**src/rtl/iaq_pkg.sv**
```systemverilog
package iaq_pkg;

    // Number of low space bits that the return path clears using offset bits
    localparam int MASK_BITS = 30;
    // Privilege level field width at the bottom of each offset entry
    localparam int PRIV_BITS = 2;
    // Offset bits kept in a narrow, untranslated capture
    localparam int NARROW_OFF_W = 32;

    typedef enum logic [1:0] {
        OP_HOLD  = 2'd0,
        OP_TRACK = 2'd1,
        OP_PUSH  = 2'd2
    } q_op_e;

    // Interruption with collection off freezes everything, including a CR write
    function automatic q_op_e pick_op(input logic q_en, input logic intr, input logic wr);
        if (q_en)
            return OP_TRACK;
        else if (intr)
            return OP_HOLD;
        else if (wr)
            return OP_PUSH;
        else
            return OP_HOLD;
    endfunction

endpackage

```
**src/rtl/iaq_pair.sv**
```systemverilog
module iaq_pair
    import iaq_pkg::*;
#(
    parameter int W = 64
) (
    input  logic         clk,
    input  logic         rst,
    input  q_op_e        op_i,
    input  logic [W-1:0] cap_front_i,
    input  logic [W-1:0] cap_back_i,
    input  logic [W-1:0] wdata_i,
    output logic [W-1:0] front_o,
    output logic [W-1:0] back_o
);

    logic [W-1:0] front_q, back_q;

    always_ff @(posedge clk) begin
        if (rst) begin
            front_q <= '0;
            back_q  <= '0;
        end else begin
            unique case (op_i)
                OP_TRACK: begin
                    front_q <= cap_front_i;
                    back_q  <= cap_back_i;
                end
                OP_PUSH: begin
                    front_q <= back_q;
                    back_q  <= wdata_i;
                end
                default: ;
            endcase
        end
    end

    assign front_o = front_q;
    assign back_o  = back_q;

    // Shift happens before the load: old back reaches the front
    assert_push_order_R6: assert property (@(posedge clk) disable iff (rst)
        (!rst && op_i == OP_PUSH) |=> (front_o == $past(back_o) && back_o == $past(wdata_i)));

    assert_hold_frozen_R8: assert property (@(posedge clk) disable iff (rst)
        (!rst && op_i == OP_HOLD) |=> ($stable(front_o) && $stable(back_o)));

    assert_track_copy_R2: assert property (@(posedge clk) disable iff (rst)
        (!rst && op_i == OP_TRACK) |=> (front_o == $past(cap_front_i) && back_o == $past(cap_back_i)));

endmodule

```
**src/rtl/iaq_reform.sv**
```systemverilog
module iaq_reform
    import iaq_pkg::*;
#(
    parameter int SPACE_W = 64,
    parameter int OFFS_W  = 64,
    parameter int N_ENT   = 2
) (
    input  logic [SPACE_W-1:0] sp_i   [N_ENT],
    input  logic [OFFS_W-1:0]  off_i  [N_ENT],
    output logic [SPACE_W-1:0] sp_o   [N_ENT],
    output logic [OFFS_W-1:0]  off_o  [N_ENT]
);

    // Mask window starts just below the two top offset bits
    localparam int MASK_TOP = OFFS_W - 1 - PRIV_BITS;

    for (genvar k = 0; k < N_ENT; k++) begin : g_ent
        logic [MASK_BITS-1:0] mask_bits;
        assign mask_bits = off_i[k][MASK_TOP -: MASK_BITS];
        assign sp_o[k]   = {sp_i[k][SPACE_W-1:MASK_BITS],
                            sp_i[k][MASK_BITS-1:0] & ~mask_bits};
        assign off_o[k]  = off_i[k];
    end

endmodule

```
**src/rtl/iaq_shadow.sv**
```systemverilog
module iaq_shadow
    import iaq_pkg::*;
#(
    parameter int SPACE_W = 64,
    parameter int OFFS_W  = 64
) (
    input  logic               clk,
    input  logic               rst,
    input  logic               q_en_i,
    input  logic               intr_i,
    input  logic               code_xlate_i,
    input  logic               wide_i,
    input  logic [SPACE_W-1:0] live_sp_front_i,
    input  logic [SPACE_W-1:0] live_sp_back_i,
    input  logic [OFFS_W-1:0]  live_off_front_i,
    input  logic [OFFS_W-1:0]  live_off_back_i,
    input  logic               sq_wr_i,
    input  logic [SPACE_W-1:0] sq_wdata_i,
    input  logic               oq_wr_i,
    input  logic [OFFS_W-1:0]  oq_wdata_i,
    output logic [SPACE_W-1:0] sq_rdata_o,
    output logic [OFFS_W-1:0]  oq_rdata_o,
    input  logic               rfi_i,
    output logic               rest_load_o,
    output logic [SPACE_W-1:0] rest_sp_front_o,
    output logic [SPACE_W-1:0] rest_sp_back_o,
    output logic [OFFS_W-1:0]  rest_off_front_o,
    output logic [OFFS_W-1:0]  rest_off_back_o
);

    localparam int N_ENT = 2;
    localparam int MASK_TOP = OFFS_W - 1 - PRIV_BITS;
    localparam logic [OFFS_W-1:0] NARROW_KEEP = ~({OFFS_W{1'b1}} << NARROW_OFF_W);

    q_op_e sq_op, oq_op;
    logic [SPACE_W-1:0] cap_sp_front, cap_sp_back;
    logic [OFFS_W-1:0]  cap_off_front, cap_off_back;
    logic [SPACE_W-1:0] sp_front, sp_back;
    logic [OFFS_W-1:0]  off_front, off_back;
    logic               narrow_abs;

    assign sq_op = pick_op(q_en_i, intr_i, sq_wr_i);
    assign oq_op = pick_op(q_en_i, intr_i, oq_wr_i);

    // Capture shaping: untranslated spaces read as zero, narrow absolute offsets truncated
    assign narrow_abs    = !code_xlate_i && !wide_i;
    assign cap_sp_front  = code_xlate_i ? live_sp_front_i : '0;
    assign cap_sp_back   = code_xlate_i ? live_sp_back_i  : '0;
    assign cap_off_front = narrow_abs ? (live_off_front_i & NARROW_KEEP) : live_off_front_i;
    assign cap_off_back  = narrow_abs ? (live_off_back_i  & NARROW_KEEP) : live_off_back_i;

    iaq_pair #(.W(SPACE_W)) i_space_q (
        .clk         (clk),
        .rst         (rst),
        .op_i        (sq_op),
        .cap_front_i (cap_sp_front),
        .cap_back_i  (cap_sp_back),
        .wdata_i     (sq_wdata_i),
        .front_o     (sp_front),
        .back_o      (sp_back)
    );

    iaq_pair #(.W(OFFS_W)) i_offset_q (
        .clk         (clk),
        .rst         (rst),
        .op_i        (oq_op),
        .cap_front_i (cap_off_front),
        .cap_back_i  (cap_off_back),
        .wdata_i     (oq_wdata_i),
        .front_o     (off_front),
        .back_o      (off_back)
    );

    // Read port: front element while frozen, zero while tracking
    assign sq_rdata_o = q_en_i ? '0 : sp_front;
    assign oq_rdata_o = q_en_i ? '0 : off_front;

    logic [SPACE_W-1:0] rf_sp_in  [N_ENT];
    logic [OFFS_W-1:0]  rf_off_in [N_ENT];
    logic [SPACE_W-1:0] rf_sp_out [N_ENT];
    logic [OFFS_W-1:0]  rf_off_out[N_ENT];

    assign rf_sp_in[0]  = sp_front;
    assign rf_sp_in[1]  = sp_back;
    assign rf_off_in[0] = off_front;
    assign rf_off_in[1] = off_back;

    iaq_reform #(.SPACE_W(SPACE_W), .OFFS_W(OFFS_W), .N_ENT(N_ENT)) i_reform (
        .sp_i  (rf_sp_in),
        .off_i (rf_off_in),
        .sp_o  (rf_sp_out),
        .off_o (rf_off_out)
    );

    assign rest_sp_front_o  = rf_sp_out[0];
    assign rest_sp_back_o   = rf_sp_out[1];
    assign rest_off_front_o = rf_off_out[0];
    assign rest_off_back_o  = rf_off_out[1];
    assign rest_load_o      = rfi_i && !q_en_i;

    // Rebuilt low space bits never overlap the offset bits that mask them
    assert_mask_disjoint_R10: assert property (@(posedge clk) disable iff (rst)
        ((rest_sp_front_o[MASK_BITS-1:0] & rest_off_front_o[MASK_TOP -: MASK_BITS]) == '0) &&
        ((rest_sp_back_o[MASK_BITS-1:0]  & rest_off_back_o[MASK_TOP -: MASK_BITS])  == '0));

    // Untranslated capture leaves zero spaces behind
    assert_untranslated_zero_R3: assert property (@(posedge clk) disable iff (rst)
        (!rst && q_en_i && !code_xlate_i) |=> (rest_sp_front_o == '0 && rest_sp_back_o == '0));

    // Interruption with collection off changes nothing visible on the return outputs
    assert_intr_frozen_R8: assert property (@(posedge clk) disable iff (rst)
        (!rst && intr_i && !q_en_i) |=> ($stable(rest_off_front_o) && $stable(rest_off_back_o) &&
                                         $stable(rest_sp_front_o) && $stable(rest_sp_back_o)));

    assert_load_gate_R11: assert property (@(posedge clk) disable iff (rst)
        q_en_i |-> !rest_load_o);

endmodule

```
**config.mk**
```make
export PLATFORM = sky130hd
export DESIGN_NAME = iaq_shadow
export DESIGN_NICKNAME = d
export VERILOG_FILES = /design/src/rtl/iaq_pkg.sv /design/src/rtl/iaq_pair.sv /design/src/rtl/iaq_reform.sv /design/src/rtl/iaq_shadow.sv
export SDC_FILE = /design/constraint.sdc
export NUM_CORES = 1
export LEC_CHECK = 0
export BUFFER_PORTS_ARGS = -buffer_cell sky130_fd_sc_hd__buf_2
export CORE_AREA = 2 2 306 308
export DETAILED_ROUTE_END_ITERATION = 12
export DIE_AREA = 0 0 308 310
export PLACE_DENSITY = 0.35
export RECOVER_POWER = 100
export SLEW_MARGIN = 20
export SYNTH_ARGS = -nofsm -noshare
export SYNTH_HDL_FRONTEND = slang
export SYNTH_SLANG_ARGS = --single-unit
```
**constraint.sdc**
```tcl
create_clock -name clk -period 3.7 [get_ports clk]
set_input_delay 0.555 -clock clk [delete_from_list [all_inputs] [get_ports clk]]
set_output_delay 0.555 -clock clk [all_outputs]
set_load 0.05 [all_outputs]
```
Word-level counts from Yosys, hierarchy flattened
Index checks and enable logic that the tools add are counted.
{ "op_classes": {"n_mux": 16, "n_eq_ne": 4, "n_bitwise": 4, "n_reduce_logical": 7} }
{ "op_table": {"columns": ["cell", "n"], "rows": [
  ["one-hot mux 64 bit (2 select lines)", 4],
  ["two-way mux 64 bit", 6],
  ["bitwise AND 30 bit", 2],
  ["NOT 30 bit", 2],
  ["two-way mux 2 bit", 6],
  ["== test 2 x 1 -> 1 bit (second input constant)", 2],
  ["== test 2 bit (second input constant)", 2],
  ["nonzero test 2 bit", 2],
  ["zero test 1 bit", 3],
  ["logical AND 1 bit", 2]
]} }
{ "totals": {"reg_bits": 256, "input_bits": 393, "elab_cells": 35, "out_inout_bits": 385} }

Logic depth before layout (Yosys ltp)
Gate-level depths: netlist (run 1).
{ "logic_depth": {"depth_word": 5, "mapped_depth": 7, "ltp_nobuf": 3} }

Modules after synthesis
From an unflattened synthesis (run 1), not the netlist that was laid out.
{ "unflattened": {"cells_unflattened": 1763, "area_unflattened_um2": 18039.8} }
{ "modules_own_cells": {"columns": ["module", "area_each_um2", "n_inst", "cells_each", "seq_area_each_um2"], "rows": [
  ["iaq_pair", 6712.7, 2, 571, 2562.5],
  ["iaq_shadow", 2317.2, 1, 365, 0.0],
  ["iaq_reform", 2297.2, 1, 256, 0.0]
]} }

Worst setup path before layout (run 1)
Ideal clock, no wire load.
{ "synth_path": {"path_type": "input port to output port", "from": "in q_en_i", "to": "out oq_rdata_o[10]", "cell_stages": 4, "n_path_buf": 3, "setup_slack_ps": 1365, "t_required_ps": 3145, "arrival_time_ps": 1780, "path_cell_list": "buf_2 > clkbuf_1 > buf_2 > nor2b_1"} }
{ "synth_via": {"elab_chain_cells": 1} }
{ "synth_rtl": {"columns": ["item", "line_no", "source"], "rows": [
  ["start: declaration", "iaq_shadow.sv:9", "input logic q_en_i,"],
  ["two-way mux 64 bit", "iaq_shadow.sv:76", "assign oq_rdata_o = q_en_i ? '0 : off_front;"],
  ["end: declaration", "iaq_shadow.sv:22", "output logic [OFFS_W-1:0] oq_rdata_o,"]
]} }
No other way between the ends.

Final worst setup path (run 1)
{ "layout_path": {"from": "in q_en_i", "to": "out sq_rdata_o[24]"} }
{ "layout_via": {"elab_chain_cells": 1} }
{ "layout_rtl": {"columns": ["item", "line_no", "source"], "rows": [
  ["two-way mux 64 bit", "iaq_shadow.sv:75", "assign sq_rdata_o = q_en_i ? '0 : sp_front;"],
  ["end: declaration", "iaq_shadow.sv:21", "output logic [SPACE_W-1:0] sq_rdata_o,"]
]} }
No other way between the ends.

==> impl_metrics.csv, run 1 <==
group,metric,value,unit
floorplan,floorplan.initialDensity,0.135,
pwr,p_comb_frac,0.212,
global_routing,vias_in_the_first_global_route,14100,
critical_path,cp_data_required_time,3140,ps
synthesis,syn-mean-instance-area,7.82,um2
outcome,outcome,"finished with violations",
pwr,ir_worst_vdd,0.223,mV
cts,cts_resizes,0,
synthesis,synth-edff-count,0,
routing,route.detailed.vias_per_inst,4.17,
floorplan,die_x,308,um
placed_design,dp_hpwl,53500,um
routing,detail_route.wl_per_cell,20.8,um
routing,m1WireLength,29800,um
sta,timing.final.crit_period,2930,ps
critical_path,worstPathArrival,2380,ps
layout,post_route_cells_drive_above_1_share,0.220,
layout,fillerInstances,10800,
floorplan,die-area,0.0955,mm2
global_routing,grt_start_max_net_pins,102,
cts,ctsLongestPathBuffers,3,
floorplan,die_height,310,um
synthesis,seq_area_frac_synth,0.411,
critical_path,start_kind,"input pin",
sta,rsz0062_at_grt,"false",
pwr,power.share.switching,0.341,
cts,cts_root_buffer,"sky130_fd_sc_hd__clkbuf_16",
routing,route.antenna.remaining_nets,0,
routing,routed-via-count,14400,
sta,layout_worst_path_cycle_share,0.793,
flow_run,cap_violations,1,
layout,design_area,0.0180,mm2
pwr,totalPowerFinal,0.00852,W
pwr,netSwitchingPower,0.00290,W
cts,htree_num_levels,2,
critical_path,critPathMaxStageDelay,760,ps
sta,fmax,341,MHz
critical_path,crit_path_max_fo,65,
synthesis,async_reset_ff_frac,0,
cts,cts.hold.buffers_added,0,
pwr,share_seq_of_total_power,0.361,
cts,number_of_buffers_inserted_during_clock_tree_synthesis,37,
pwr,total_leakage_power,6.70,nW
placed_design,placed_area,0.0172,mm2
sta,hold_viol,0,
routing,drt_pass1_iterations,6,
synthesis,synth_fp_nets,1987,
sta,clock_skews,10.9,ps
critical_path,worst_setup_path_end_kind,"output pin",
synthesis,post_synth_num_cell_types,23,
placed_design,placement.io_buffers,777,
critical_path,timing.setup.critical_path_class,"input pin to output pin",
routing,drc_errors,0,
synthesis,postSynthRegisterBits,256,
floorplan,top_level_i_o_count,778,
routing,dr.first_iter.drc_count,997,
synthesis,yosys_warnings,0,
routing,wl_met2,34800,um
sta,maxSlewHeadroom,-0.205,
routing,route.met3.wl,5180,um
pwr,power_per_unit_of_standard_cell_area,474,mW/mm2
cts,post-cts-setup-buffer-count,0,
synthesis,ys_dominant_reg_cell,"sky130_fd_sc_hd__dfxtp_1",
routing,top_layer_used,"met5",
hold_path,min-delay-path-class,"input pin to flop",
layout,final_cell_count_no_fill,3461,
cts,cts.clk_slew.worst_paths,60,ps
layout,syn2layout_area_growth,44.1,%
sta,timing_max_transition_violations_final,38,
critical_path,library_cell_appearing_most_often_on_the_critical_path,"sky130_fd_sc_hd__clkbuf_1",
floorplan,row_count,112,
sta,finish_stage_setup_viols,0,
critical_path,crit_slowest_cell,"sky130_fd_sc_hd__clkbuf_1",
global_routing,global_route.overflow_total,0,
cts,cts_tree,"built",
floorplan,core_area,0.0925,mm2
synthesis,synth_cell_area,0.0125,mm2
layout,finalNetCount,2622,
placed_design,place.detailed.instances,3387,
placed_design,finalWeightedCongestion,0.791,
outcome,violations,"max-capacitance violations, max-slew violations",
routing,routed_wl,71800,um
layout,utilization,0.194,
cts,clock_insertion_delay_worst_skew,540,ps
synthesis,netlist_instances,1594,
sta,fin_setup_tns,0,ps
critical_path,cp_cell_sequence,"buf_6 > clkbuf_1 > nor2b_1 > clkbuf_1",
pwr,cell_internal_pwr,0.00561,W
global_routing,global_route_wire_length_before_repair,99600,um
global_routing,global_route_usage_over_all_layers,0.140,
global_routing,antenna_found_initial,21,
pwr,pwr-share-clk,0.427,
sta,timing_worst_slew_pin_value,1810,ps
cts,cts.sinks,256,
==> placed cells by master, fill, tap and decap left out, drive strengths merged <==
cell type and instances:
nand3 148, a21oi 40, nor3b 2, a311oi 64, buf 436, a22oi 40
clkinv 3, bufinv 3, nor2 120, a222oi 34, nor2b 213, diode 12
clkbuf 438, nand2 308, nand2b 2, nor4bb 22, a221oi 22, o21a 1
inv 3, dfxtp 256, a31oi 96, and2 1
==> worst paths after layout <==
path / slack (ps) / depth (start not counted) / startpoint / to
max: 770 / 4 / q_en_i / sq_rdata_o[24]
min: 250 / 3 / live_sp_front_i[21] / i_space_q.front_o[21]
max reg2reg: 2610 / 3 / i_offset_q.front_o[33] / i_offset_q.front_o[33]
min reg2reg: 490 / 2 / i_offset_q.back_o[1] / i_offset_q.front_o[1]
==> worst max-delay path: cells and delay by family <==
kind | cells | cell delay [ps]
buf+inv | 3 | 1620
simple gates | 1 | 190
==> flip-flops by register name (all words and copies together) (netlist names) <==
register and flops:
i_offset_q.back_o 64, i_offset_q.front_o 64, i_space_q.back_o 64, i_space_q.front_o 64
==> per-stage QoR <==
stage                     hold slack (ps)  worst slack (ps)
after global placement                482              1210
after detailed placement              485              1210
after CTS                             198              1210
after global routing                  226               592
after floorplan                       475              1370
final                                 250               765
==> cells by family (layout without fill, tap and decap cells) <==
logic type	Yosys count	in the layout	share of synthesized area
simple gates	816	816	0.316
other cells	0	12	0
flops	256	256	0.411
compound gates	297	297	0.177
buf+inv	225	883	0.0960
==> routing by layer <==
metal | GRT usage | up-vias
met3 | 0.0369 | 98
li1 | - | 6825
met5 | 0 | -
met1 | 0.169 | 6879
met4 | 0.0506 | 12
met2 | 0.238 | 607
==> synth_stat cells (all sizes together) (2+ instances only) <==
cell type / number / share of area
nor3b: 2 / 0.0016
nand2: 308 / 0.093
clkbuf: 83 / 0.025
nor2: 120 / 0.036
a22oi: 40 / 0.024
nor4bb: 22 / 0.018
nor2b: 213 / 0.11
a311oi: 64 / 0.045
buf: 141 / 0.071
a21oi: 40 / 0.016
dfxtp: 256 / 0.41
a221oi: 22 / 0.015
nand2b: 2 / 0.0010
a222oi: 34 / 0.027
a31oi: 96 / 0.048
nand3: 148 / 0.059
==> power groups by stage <==
| stage | sequential, W | clock (W) | combinational (W) |
|---|---|---|---|
| finish | 0.00308 | 0.00364 | 0.00180 |
| global route | 0.00310 | 0.00386 | 0.00192 |
| CTS | 0.00308 | 0.00378 | 0.00188 |
| detailed placement | 0.00313 | 0 | 0.00188 |
| global placement | 0.00314 | 0 | 0.00188 |
| floorplan | 0.00337 | 0 | 0.000953 |
==> area by class of cell <==
type	count	area (um2)	share of cell area
Antenna cell	12	30.0	0.00167
Tap cell	1197	1500	0.0834
Multi-Input combinational cell	1113	6180	0.344
Timing Repair Buffer	820	3910	0.218
Clock inverter	8	123	0.00683
Sequential cell	256	5120	0.285
Inverter	1	11.3	0.000627
Clock buffer	54	1080	0.0603
(Power assumes the default switching activity.)
==> run 2: changes to the inputs <==
- ABC_AREA: not set -> 1
- CORE_AREA: 2 2 306 308 -> 2 2 299 301
- DIE_AREA: 0 0 308 310 -> 0 0 301 303
- PLACE_DENSITY: 0.35 -> 0.41
- clock period: 3.7 -> 2.61 ns (I/O delays scaled with it)
==> impl_metrics.csv, run 2 <==
group,metric,value,unit
layout,layout_common_cells,"sky130_fd_sc_hd__nand2_1, sky130_fd_sc_hd__inv_1, sky130_fd_sc_hd__nand3_1",
global_routing,grt_use_met3,0.0355,
global_routing,global_route_wire_length_before_repair,119000,um
critical_path,worstPathArrival,1960,ps
sta,timing_worst_slew_pin_value,1180,ps
cts,post-cts-setup-buffer-count,0,
synthesis,yosys-top-cells-area,"sky130_fd_sc_hd__dfxtp_1, sky130_fd_sc_hd__nand2_1, sky130_fd_sc_hd__nand3_1",
cts,ctsLongestPathBuffers,3,
placed_design,finalWeightedCongestion,0.861,
cts,cts.sinks,256,
critical_path,timing.reg2reg.setup_slack,1420,ps
cts,cts_root_buffer,"sky130_fd_sc_hd__clkbuf_16",
layout,post_route_cells_drive_above_1_share,0.162,
critical_path,timing.setup.critical_path_class,"flop to output pin",
routing,drc_errors,0,
critical_path,cp_data_required_time,2220,ps
cts,clock_insertion_delay_worst_skew,570,ps
layout,final_cell_count_no_fill,4315,
sta,fin_setup_tns,0,ps
synthesis,netlist_instances,2495,
sta,finish_stage_setup_viols,0,
synthesis,post_synth_num_cell_types,13,
cts,cts.clk_slew.worst_paths,70,ps
layout,final_common_cell,"sky130_fd_sc_hd__nand2_1",
floorplan,die_height,303,um
cts,htree_num_levels,2,
critical_path,worstRegToRegCells,6,
sta,fmax,425,MHz
critical_path,crit_path_max_fo,3,
global_routing,antenna_found_initial,28,
placed_design,place.detailed.instances,4227,
sta,timing_max_transition_violations_final,0,
routing,route.detailed.vias_per_inst,4.22,
cts,number_of_buffers_inserted_during_clock_tree_synthesis,38,
synthesis,seq_area_frac_synth,0.339,
sta,fin_worst_hold_slack,116,ps
floorplan,core_area,0.0880,mm2
pwr,ir_worst_vdd,0.448,mV
floorplan,die-area,0.0912,mm2
synthesis,yosys.area.top_type,"sky130_fd_sc_hd__dfxtp_1",
pwr,total_leakage_power,10.4,nW
sta,hold_viol,0,
synthesis,syn-mean-instance-area,6.05,um2
hold_path,timing.hold.worst_path_depth,5,
sta,layout_worst_path_cycle_share,0.901,
hold_path,whs_endpoint,"i_space_q.back_o[49]",
critical_path,worst_setup_path_end_kind,"output pin",
sta,rsz0062_at_grt,"false",
outcome,outcome,"complete, no violations",
cts,cts.hold.buffers_added,0,
critical_path,rr_startpoint,"i_offset_q.front_o[34]",
synthesis,yosysTopAreaCellShare,0.339,
floorplan,floorplan.initialDensity,0.172,
placed_design,dp_hpwl,64900,um
global_routing,use_met1,0.210,
synthesis,ys_dominant_reg_cell,"sky130_fd_sc_hd__dfxtp_1",
sta,timing.final.crit_period,2350,ps
flow_run,cap_violations,0,
synthesis,synth_most_common_cell,"sky130_fd_sc_hd__nand2_1",
sta,maxSlewHeadroom,0.212,
synthesis,synth-edff-count,0,
routing,route.antenna.remaining_nets,0,
cts,cts_resizes,0,
routing,routed_wl,85300,um
routing,routed-via-count,18200,
routing,detail_route.wl_per_cell,19.8,um
global_routing,grt-busiest-layer,"met2",
pwr,power_per_unit_of_standard_cell_area,611,mW/mm2
cts,cts_tree,"built",
sta,clock_skews,31.5,ps
global_routing,met2_usage,0.308,
global_routing,global_route_usage_over_all_layers,0.177,
layout,finalNetCount,3495,
pwr,totalPowerFinal,0.0124,W
critical_path,start_kind,"flop",
layout,utilization,0.231,
global_routing,vias_in_the_first_global_route,17100,
placed_design,placement.io_buffers,777,
hold_path,worst_hold_startpoint,"live_sp_back_i[49]",
global_routing,global_route.overflow_total,0,
synthesis,synth_fp_nets,2888,
floorplan,die_x,301,um
floorplan,row_count,109,
synthesis,postSynthRegisterBits,256,
routing,dr.first_iter.drc_count,1144,
global_routing,grt_start_max_net_pins,127,
synthesis,async_reset_ff_frac,0,
floorplan,top_level_i_o_count,778,
hold_path,min-delay-path-class,"input pin to flop",
synthesis,synth_cell_area,0.0151,mm2
synthesis,yosys_warnings,0,
routing,drt_pass1_iterations,5,
layout,syn2layout_area_growth,34.4,%
synthesis,yosys-top-cells-count,"sky130_fd_sc_hd__nand2_1, sky130_fd_sc_hd__inv_1, sky130_fd_sc_hd__nand3_1, sky130_fd_sc_hd__nor2_1, sky130_fd_sc_hd__dfxtp_1",
critical_path,critical_path.reg2reg.endpoint,"i_offset_q.front_o[34]",
==> run 2: area by class of cell <==
cell class	count	area, um2
fill	10500	67700
clock inverter	5	51.3
clock buffer	63	1190
inverter	435	1660
timing repair buffer	829	3960
sequential	256	5120
antenna	20	50.0
multi-input combinational	1542	6810
tap	1165	1460
==> run 2: critical path: stages (launching register included) <==
cell and delay (ps):
sky130_fd_sc_hd__dfxtp_1 460, sky130_fd_sc_hd__inv_1 110, sky130_fd_sc_hd__nor2_1 430, sky130_fd_sc_hd__clkbuf_2 380
==> run 2: routing by layer <==
layer  vias up  wire length (um)
li1       8943                 -
met3       131              5260
met5         -                48
met1      8422             34100
met4         8              3250
met2       688             42700
==> run 2: kinds of logic (layout without fill, tap and decap cells) <==
family	after synthesis	count (layout)	share of synthesized area
buffers and inverters	697	1332	0.210
other	0	20	0
and+or+nand+nor	1542	1542	0.451
DFF	256	256	0.339
==> run 2: how the worst max path moves through the flow <==
stage / slack, ps / end / startpoint / cells after the start
2_1_floorplan: 560 / oq_rdata_o[17] / q_en_i / 5
3_3_place_gp: 660 / sq_rdata_o[37] / q_en_i / 4
3_5_place_dp: 650 / oq_rdata_o[34] / q_en_i / 4
4_1_cts: 230 / rest_sp_back_o[9] / i_space_q.back_o[9] / 3
5_1_grt: 190 / sq_rdata_o[51] / q_en_i / 4
6_report: 260 / rest_sp_back_o[9] / i_space_q.back_o[9] / 3
==> run 2: report_power, final <==
part / total (W) / internal (W) / switching (W) / leakage (nW)
sequential: 0.00440 / 0.00413 / 0.000274 / 2.10
combinational: 0.00281 / 0.000684 / 0.00212 / 7.68
clock: 0.00519 / 0.00310 / 0.00209 / 0.607
==> run 2: per-stage QoR <==
step	instance area (um2)	setup slack, ps
floorplan	15100	559
global placement	19700	660
detailed placement	19700	647
CTS	20900	231
global route	20300	191
finish	20300	258
